**src/rtl/dtmr_pkg.sv**
```systemverilog
package dtmr_pkg;
  localparam int NCH = 2;
  localparam int FLAG_BIT = 8;

  // Control word, bit 0 is capMode
  typedef struct packed {
    logic capFall;
    logic pwmEn;
    logic run;
    logic intEn;
    logic loadBit;
    logic autoReload;
    logic down;
    logic capMode;
  } ctrlBits_t;

  localparam int CTRL_W = $bits(ctrlBits_t);

  // Strobes from the control block to one channel datapath
  typedef struct packed {
    logic wrCtrl;
    logic wrLoad;
    logic clrFlag;
    logic forceReload;
    logic noAuto;
  } chStrobe_t;
endpackage

```
**src/rtl/dtmr_chan.sv**
```systemverilog
module dtmr_chan
  import dtmr_pkg::*;
#(
  parameter int DW = 32
) (
  input  logic          clk,
  input  logic          rstN,
  input  logic          tickEn,
  input  logic          capIn,
  input  chStrobe_t     strobe,
  input  logic [DW-1:0] wrData,
  output ctrlBits_t     ctrlQ,
  output logic          flagQ,
  output logic [DW-1:0] loadQ,
  output logic [DW-1:0] countQ,
  output logic          expire,
  output logic          evtOut
);
  logic          capPrev;
  logic          capEdge;
  logic          step;
  logic [DW-1:0] termVal;

  assign termVal = ctrlQ.down ? '0 : '1;
  assign step    = ctrlQ.run && tickEn && !ctrlQ.loadBit;
  assign expire  = step && !ctrlQ.capMode && (countQ == termVal);
  assign capEdge = ctrlQ.run && ctrlQ.capMode && !ctrlQ.loadBit &&
                   (ctrlQ.capFall ? (capPrev && !capIn) : (capIn && !capPrev));

  always_ff @(posedge clk) begin
    if (!rstN) begin
      ctrlQ   <= '0;
      flagQ   <= 1'b0;
      loadQ   <= '0;
      countQ  <= '0;
      capPrev <= 1'b0;
      evtOut  <= 1'b0;
    end else begin
      capPrev <= capIn;
      evtOut  <= expire;

      if (strobe.wrCtrl) ctrlQ <= ctrlBits_t'(wrData[CTRL_W-1:0]);

      if (expire || capEdge)   flagQ <= 1'b1;
      else if (strobe.clrFlag) flagQ <= 1'b0;

      if (capEdge)            loadQ <= countQ;
      else if (strobe.wrLoad) loadQ <= wrData;

      if (ctrlQ.loadBit)                                        countQ <= loadQ;
      else if (strobe.forceReload)                              countQ <= loadQ;
      else if (expire && ctrlQ.autoReload && !strobe.noAuto)    countQ <= loadQ;
      else if (step)  countQ <= ctrlQ.down ? countQ - DW'(1) : countQ + DW'(1);
    end
  end
endmodule

```
**src/rtl/dtmr_ctrl.sv**
```systemverilog
module dtmr_ctrl
  import dtmr_pkg::*;
#(
  parameter int DW = 32,
  parameter int AW = 3
) (
  input  logic          clk,
  input  logic          rstN,
  input  logic          wrEn,
  input  logic [AW-1:0] addr,
  input  logic          flagWr,
  input  ctrlBits_t     chCtrl  [NCH],
  input  logic          chFlag  [NCH],
  input  logic [DW-1:0] chLoad  [NCH],
  input  logic [DW-1:0] chCount [NCH],
  input  logic          chExpire[NCH],
  output chStrobe_t     strobe  [NCH],
  output logic [DW-1:0] rdData,
  output logic          pwmOut
);
  localparam int SELW = AW - 1;

  logic [SELW-1:0] regSel;
  logic            chSel;
  logic            pwmActive;

  assign regSel    = addr[SELW-1:0];
  assign chSel     = addr[AW-1];
  assign pwmActive = chCtrl[0].pwmEn && chCtrl[1].pwmEn &&
                     !chCtrl[0].capMode && !chCtrl[1].capMode;

  always_comb begin
    for (int ch = 0; ch < NCH; ch++) begin
      strobe[ch].wrCtrl      = wrEn && (int'(chSel) == ch) && (regSel == SELW'(0));
      strobe[ch].wrLoad      = wrEn && (int'(chSel) == ch) && (regSel == SELW'(1));
      strobe[ch].clrFlag     = strobe[ch].wrCtrl && flagWr;
      strobe[ch].forceReload = (ch == NCH - 1) && pwmActive && chExpire[0];
      strobe[ch].noAuto      = (ch == NCH - 1) && pwmActive;
    end
  end

  always_comb begin
    rdData = '0;
    case (regSel)
      SELW'(0): rdData[FLAG_BIT:0] = {chFlag[chSel], chCtrl[chSel]};
      SELW'(1): rdData = chLoad[chSel];
      SELW'(2): rdData = chCount[chSel];
      default:  rdData = '0;
    endcase
  end

  always_ff @(posedge clk) begin
    if (!rstN)            pwmOut <= 1'b0;
    else if (!pwmActive)  pwmOut <= 1'b0;
    else if (chExpire[0]) pwmOut <= 1'b1;
    else if (chExpire[1]) pwmOut <= 1'b0;
  end
endmodule

```
**src/rtl/dual_timer.sv**
```systemverilog
module dual_timer
  import dtmr_pkg::*;
#(
  parameter int DW = 32
) (
  input  logic          clk,
  input  logic          rstN,
  input  logic          tickEn,
  input  logic          wrEn,
  input  logic [2:0]    addr,
  input  logic [DW-1:0] wrData,
  output logic [DW-1:0] rdData,
  input  logic [1:0]    capIn,
  output logic [1:0]    evtOut,
  output logic [1:0]    irq,
  output logic          pwmOut
);
  localparam int AW = 3;

  ctrlBits_t     chCtrl  [NCH];
  logic          chFlag  [NCH];
  logic [DW-1:0] chLoad  [NCH];
  logic [DW-1:0] chCount [NCH];
  logic          chExpire[NCH];
  chStrobe_t     strobe  [NCH];

  dtmr_ctrl #(.DW(DW), .AW(AW)) u_ctrl (
    .clk      (clk),
    .rstN     (rstN),
    .wrEn     (wrEn),
    .addr     (addr),
    .flagWr   (wrData[FLAG_BIT]),
    .chCtrl   (chCtrl),
    .chFlag   (chFlag),
    .chLoad   (chLoad),
    .chCount  (chCount),
    .chExpire (chExpire),
    .strobe   (strobe),
    .rdData   (rdData),
    .pwmOut   (pwmOut)
  );

  for (genvar ch = 0; ch < NCH; ch++) begin : g_chan
    dtmr_chan #(.DW(DW)) u_chan (
      .clk    (clk),
      .rstN   (rstN),
      .tickEn (tickEn),
      .capIn  (capIn[ch]),
      .strobe (strobe[ch]),
      .wrData (wrData),
      .ctrlQ  (chCtrl[ch]),
      .flagQ  (chFlag[ch]),
      .loadQ  (chLoad[ch]),
      .countQ (chCount[ch]),
      .expire (chExpire[ch]),
      .evtOut (evtOut[ch])
    );
    assign irq[ch] = chFlag[ch] && chCtrl[ch].intEn;
  end
endmodule

```
**config.mk**
```make
export PLATFORM = sky130hd
export DESIGN_NAME = dual_timer
export DESIGN_NICKNAME = d
export VERILOG_FILES = /design/src/rtl/dtmr_pkg.sv /design/src/rtl/dtmr_chan.sv /design/src/rtl/dtmr_ctrl.sv /design/src/rtl/dual_timer.sv
export SDC_FILE = /design/constraint.sdc
export NUM_CORES = 1
export LEC_CHECK = 0
export BUFFER_PORTS_ARGS = -buffer_cell sky130_fd_sc_hd__buf_4
export CORE_UTILIZATION = 64
export CTS_BUF_LIST = sky130_fd_sc_hd__clkbuf_2
export DETAILED_ROUTE_END_ITERATION = 10
export PLACE_DENSITY = 0.8
export SLEW_MARGIN = 20
export SYNTH_ARGS = -nofsm -noshare
export SYNTH_HDL_FRONTEND = slang
export SYNTH_HIERARCHICAL = 1
export SYNTH_SLANG_ARGS = --single-unit
```
**constraint.sdc**
```tcl
create_clock -name clk -period 4.54 [get_ports clk]
set_input_delay 0.908 -clock clk [delete_from_list [all_inputs] [get_ports clk]]
set_output_delay 0.908 -clock clk [all_outputs]
set_load 0.01 [all_outputs]
```
== Yosys cells after proc, flatten, opt, wreduce, memory -nomap -nowiden ==
Cells that the tools add are included.

* Flip-flop bits (word level): 151
* Bits in latches: 0
* Memory bits (writable): 0
* ROM bits: 0
* Memories: 0

* Add/subtract/negate cells: 4
* $mul: 0
* Div/mod/pow operators: 0
* Magnitude comparators: 1
* Equal/unequal tests: 4
* Shift operators: 0
* Muxes and demuxes: 37
* Bitwise gates (word level): 2
* Reduce and logical (&&, ||, !) cells: 55

{| class="wikitable"
|+ Operator list
! kind !! count
|-
| 32-bit 2-to-1 mux || 21
|-
| 32-bit by 1-bit adder with 32-bit output, second input constant || 2
|-
| 32-bit equality test || 2
|-
| 32-bit by 1-bit subtractor with 32-bit output, second input constant || 2
|-
| 23-bit case mux with 2 select lines || 1
|-
| 1-bit logical AND || 35
|-
| 9-bit case mux with 3 select lines || 1
|-
| 8-bit 2-to-1 mux || 3
|-
| 1-bit 2-to-1 mux || 11
|-
| 2-bit nonzero test || 5
|-
| 1-bit zero test || 9
|-
| 4-bit nonzero test || 1
|-
| 3-bit nonzero test || 1
|-
| 2-bit by 1-bit equality test with 1-bit output, second input constant || 1
|-
| 2-bit equality test, second input constant || 1
|-
| 2-bit >= comparator, second input constant || 1
|-
| 2-bit zero test || 1
|-
| 1-bit logical OR || 2
|-
| 1-bit inverter with 2-bit output || 1
|-
| 2-bit AND reduction || 1
|-
| 1-bit inverter || 1
|}

== Depth between registers and ports, before layout ==
* Depth after elaboration: 9
* Gate-level depth with buffers: 13

== Modules after synthesis ==
Netlist, hierarchy kept.

{| class="wikitable"
|+ By module, submodules not included
! module !! times used !! cells each !! area each (um^2) !! sequential area each (um^2)
|-
| dtmr_chan (g_chan[1].u_chan) || 1 || 594 || 5007.3 || 1501.4
|-
| dtmr_chan (g_chan[0].u_chan) || 1 || 566 || 4947.2 || 1501.4
|-
| dtmr_ctrl || 1 || 184 || 1649.1 || 20.0
|-
| dual_timer || 1 || 2 || 12.5 || 0.0
|}

== Worst setup path before layout ==
No wires, ideal clock.

* Path type: flip-flop to flip-flop
* From: register g_chan[0].u_chan/ctrlQ[1] (netlist name)
* To: register g_chan[0].u_chan.countQ[31]
* Library setup time: 0.074 ns
* Arrival: 3.400 ns
* Setup slack: 1.065 ns
* Cell stages (with the launch flop): 11
* Cells stage by stage: dfxtp_1 ha_1 and3_1 a221oi_2 o21ai_2 or2_4 a2111oi_2 o41ai_2 xnor2_1 or3_1 a31oi_1

* Word-level cells in the longest chain between the ends: 6
* Elaborated cells on any way between the ends: 9
* Classes of those cells: eq/ne (1); mux (5); reduce/logical (3)

{| class="wikitable"
|+ Ends and longest elaborated chain
! element !! RTL line !! text
|-
| start, declared || dtmr_chan.sv:12 || <nowiki>output ctrlBits_t ctrlQ,</nowiki>
|-
| start signal, assigned || dtmr_chan.sv:42 || <nowiki>if (strobe.wrCtrl) ctrlQ <= ctrlBits_t'(wrData[CTRL_W-1:0]);</nowiki>
|-
| 32-bit 2-to-1 mux || dtmr_chan.sv:24 || <nowiki>assign termVal = ctrlQ.down ? '0 : '1;</nowiki>
|-
| 32-bit equality test || dtmr_chan.sv:26 || <nowiki>assign expire = step && !ctrlQ.capMode && (countQ == termVal);</nowiki>
|-
| 1-bit logical AND || dtmr_chan.sv:26 ||
|-
| 1-bit logical AND || dtmr_chan.sv:52 || <nowiki>else if (expire && ctrlQ.autoReload && !strobe.noAuto) countQ <= loadQ;</nowiki>
|-
| 32-bit 2-to-1 mux || dtmr_chan.sv:52 ||
|-
| 32-bit 2-to-1 mux || dtmr_chan.sv:50 || <nowiki>if (ctrlQ.loadBit) countQ <= loadQ;</nowiki>
|-
| end signal, assigned || dtmr_chan.sv:50 ||
|-
| end signal, assigned || dtmr_chan.sv:51 || <nowiki>else if (strobe.forceReload) countQ <= loadQ;</nowiki>
|-
| end signal, assigned || dtmr_chan.sv:52 ||
|-
| end, declared || dtmr_chan.sv:15 || <nowiki>output logic [DW-1:0] countQ,</nowiki>
|}

Several ways; a longest one is shown, not always the timed one. The select of a mux whose other input is x is not followed.
A chain may end at the register's enable or synchronous reset.

== Worst setup path after layout ==
* From: register g_chan[1].u_chan/ctrlQ[1] (netlist name)
* To: register g_chan[1].u_chan.countQ[29]

* Word-level cells in the longest chain between the ends: 8
* Elaborated cells on any way between the ends: 11
* Classes of those cells: eq/ne (1); mux (6); reduce/logical (4)

{| class="wikitable"
|+ Ends and longest elaborated chain
! element !! RTL line
|-
| start, declared || dtmr_chan.sv:12
|-
| start signal, assigned || dtmr_chan.sv:42
|-
| 32-bit 2-to-1 mux || dtmr_chan.sv:24
|-
| 32-bit equality test || dtmr_chan.sv:26
|-
| 1-bit logical AND || dtmr_chan.sv:26
|-
| 1-bit logical AND (2 in series) || dtmr_chan.sv:52
|-
| 32-bit 2-to-1 mux || dtmr_chan.sv:52
|-
| 32-bit 2-to-1 mux || dtmr_chan.sv:51
|-
| 32-bit 2-to-1 mux || dtmr_chan.sv:50
|-
| end signal, assigned || dtmr_chan.sv:50
|-
| end signal, assigned || dtmr_chan.sv:51
|-
| end signal, assigned || dtmr_chan.sv:52
|-
| end, declared || dtmr_chan.sv:15
|}

Several ways; a longest one is shown, not always the timed one. The select of a mux whose other input is x is not followed.

==> qor.tcl <==
set qor(postLayoutSetupSlackWorst_ns) 0.791
set qor(run_status) {finished clean}
set qor(clockRootBuffer) {clkbuf_2}
set qor(power.combinational.fraction) 0.156
set qor(avgSynthCellArea_sq_um) 8.63
set qor(post-place-ws_ns) 0.724
set qor(asyncSetResetFlopFracSynth) 0
set qor(crit_type) {flop to flop}
set qor(cts.path.max_buffers) 2
set qor(timing_worst_slew_pin_value_ns) 0.886
set qor(grt_overflow_total) 0
set qor(synth-edff-count) 0
set qor(grt_pass1_vias) 9512
set qor(hold_viol_final) 0
set qor(max_cap_viol_count) 0
set qor(postSynth.topFlopCell) {dfxtp_1}
set qor(die_y_um) 137
set qor(drt_iter0_markers) 907
set qor(design_power_total_mw) 2.62
set qor(h-tree-depth) 4
set qor(cp.required_ns) 5.17
set qor(worst_ir_drop_vdd_mv) 0.170
set qor(gpl.final_weighted_congestion) 0.916
set qor(clock_pin_slew_on_the_worst_setup_and_hold_paths_ns) 0.26
set qor(rsz0062_at_grt) {false}
set qor(post_synthesis_instance_area_sq_um) 11600
set qor(critPathLaunchType) {flop}
set qor(cts_made_buffers) 17
set qor(fp-row-count) 48
set qor(count_of_synthesis_stage_warnings_from_yosys) 6
set qor(drt-wirelength-per-cell_um) 20.7
set qor(post_cts.resized_instances) 0
set qor(worst_slew_margin_rel) 0.408
set qor(power_report.internal_total_mw) 1.81
set qor(p_switching_mw) 0.813
set qor(layout_commonest_cell) {nand2_1}
set qor(skew_ns) 0.0480
set qor(tritoncts) {done}
set qor(yosysUniqueCellTypes) 82
set qor(remaining_drc_errors) 0
set qor(filler_cell_count_in_the_final_layout) 1428
set qor(critPathArrivalTime_ns) 4.38
set qor(io_count) 78
set qor(crit_path_max_fanout) 22
set qor(die_width_um) 137
set qor(final_cell_mix) {172 x nand2_1, 151 x dfxtp_1, 96 x buf_4}
set qor(dpl-instance-area_sq_um) 12200
set qor(synth.ff_latch_count) 151
set qor(postCtsSetupBuffers) 0
set qor(critical_path_start) {g_chan[1].u_chan/ctrlQ[1]$_SDFFE_PN0P_}
set qor(rr_startpoint) {g_chan[1].u_chan/ctrlQ[1]$_SDFFE_PN0P_}
set qor(routed_via_density) 6.56
set qor(place.detailed.hpwl_um) 25000
set qor(grt_start_max_net_pins) 63
set qor(timing.final.crit_share) 0.826
set qor(hold_path.class) {primary input to flop}
set qor(timing.fmax_mhz) 267
set qor(clkSinkCount) 151
set qor(1st_pass_router_iterations) 8
set qor(fp.coreArea_sq_um) 17500
set qor(holdBufCountCts) 0
set qor(grt_util_all_layers) 0.358
set qor(final_net_count) 1472
set qor(worst_skew_pair_later_pin_latency_ns) 0.73
set qor(power.density_cell_area_nw_per_um2) 211
set qor(route.final.wire_length_um) 33200
set qor(min-delay-start) {capIn[0]}
set qor(route.antenna.remaining_nets) 0
set qor(report.final.setup_viol) 0
set qor(detailroute.via_count) 10500
set qor(share_of_total_power_consumed_by_net_switching) 0.310
set qor(antenna_found_initial) 1
set qor(synthCells) 1346
set qor(post_route_hold_slack_ns) 0.375
set qor(synth_seq_area_share) 0.260
set qor(buffer_ports.inserted) 77
set qor(power_frac_seq) 0.542
set qor(floorplan.initialDensity) 0.662
set qor(ratio_of_cells_with_drive_above_1_in_the_final_layout) 0.152
set qor(die-area_sq_um) 18700
set qor(final.min_clock_period_ns) 3.75
set qor(flow.area_growth_from_synthesis_pct) 7.07
set qor(pwr-share-clk) 0.302
set qor(timing.final.max_slew_violations) 0
set qor(total_leakage_power_nw) 6.03
set qor(grt_first_pass_wirelength_um) 51600
set qor(postLayoutCellArea_sq_um) 12400
set qor(fin_setup_tns_ns) 0
set qor(critPathCaptureType) {flop}
==> sequential cells by signal, indices dropped and copies added, names as in the netlist <==
register	count
g_chan.u_chan/capPrev	2
g_chan.u_chan/countQ	64
g_chan.u_chan/ctrlQ	16
g_chan.u_chan/evtOut	2
g_chan.u_chan/flagQ	2
g_chan.u_chan/loadQ	64
u_ctrl/pwmOut	1
==> through the flow <==
step | util | cells
after floorplan | - | 1347
after global placement | 0.694 | 1570
after detailed placement | 0.694 | 1570
after CTS | 0.708 | 1602
after global routing | 0.709 | 1604
final | 0.709 | 1604
==> path summary, 6_finish.rpt <==
path / slack (ns) / depth (start not counted) / end
setup reg to reg: 0.79 / 10 / g_chan[1].u_chan/countQ[29]$_SDFFE_PN0P_
hold / removal: 0.38 / 2 / g_chan[0].u_chan/capPrev$_SDFF_PN0_
setup / recovery: 0.79 / 10 / g_chan[1].u_chan/countQ[29]$_SDFFE_PN0P_
hold reg to reg: 0.54 / 2 / g_chan[1].u_chan/countQ[30]$_SDFFE_PN0P_
==> worst max-delay path, stage by stage, from the launching register on <==
cell and delay [ns]:
dfxtp_1 0.95, buf_4 0.41, ha_1 0.30, nand3_1 0.12
or2_2 0.34, o31ai_1 0.52, o21bai_1 0.18, a311oi_1 0.35
xor2_1 0.19, nand2_1 0.09, a31oi_1 0.23
==> Yosys cell counts, drive strengths merged (12+ instances only) <==
master | instances | area (sq um)
a21oi | 74 | 370
xnor2 | 29 | 254
clkbuf | 67 | 254
and3 | 12 | 76.3
nor2 | 39 | 146
xor2 | 25 | 219
o211ai | 29 | 228
nand3 | 13 | 65.1
buf | 33 | 267
a31oi | 32 | 221
nand2 | 173 | 652
ha | 64 | 801
dfxtp | 151 | 3020
nor2b | 55 | 344
o21ai | 84 | 428
mux2 | 48 | 612
mux2i | 94 | 941
a21o | 37 | 278
o21bai | 16 | 120
o211a | 89 | 891
inv | 17 | 63.8
a22oi | 41 | 313
==> power by group through the flow <==
stage / Sequential, mW / Combinational (mW) / Clock (mW)
after floorplan: 1.42 / 0.297 / 0
after global placement: 1.44 / 0.392 / 0
after detailed placement: 1.44 / 0.400 / 0
after CTS: 1.42 / 0.402 / 0.800
after global routing: 1.43 / 0.442 / 0.856
final: 1.42 / 0.410 / 0.790
==> per-layer routing <==
metal	track usage	part of all wire	routed length, um	vias up
met3	0.0685	0.080	2660	44
met2	0.536	0.44	14600	423
met1	0.523	0.46	15300	5008
li1	-	-	-	5049
met5	0	0	0	-
met4	0.0895	0.017	563	0
==> final cells by class <==
class	count	area, sq um	area share
repair buffers	99	776	0.0624
well taps	225	282	0.0226
diodes	1	2.50	0.000201
inverters	17	63.8	0.00513
clock buffers	17	85.1	0.00684
multi-input cells	1079	8040	0.646
flip-flops and latches	151	3020	0.243
clock inverters	15	165	0.0133
==> cells by family after synthesis <==
group,synth area share
other,0.000323
and+or+nand+nor,0.154
adders and majority gates,0.0724
AOI/OAI and AO/OA,0.288
xor gates and xnor gates,0.0407
DFF,0.260
buffers and inverters,0.0503
muxes,0.134
Power figures use the tool's default switching activity.
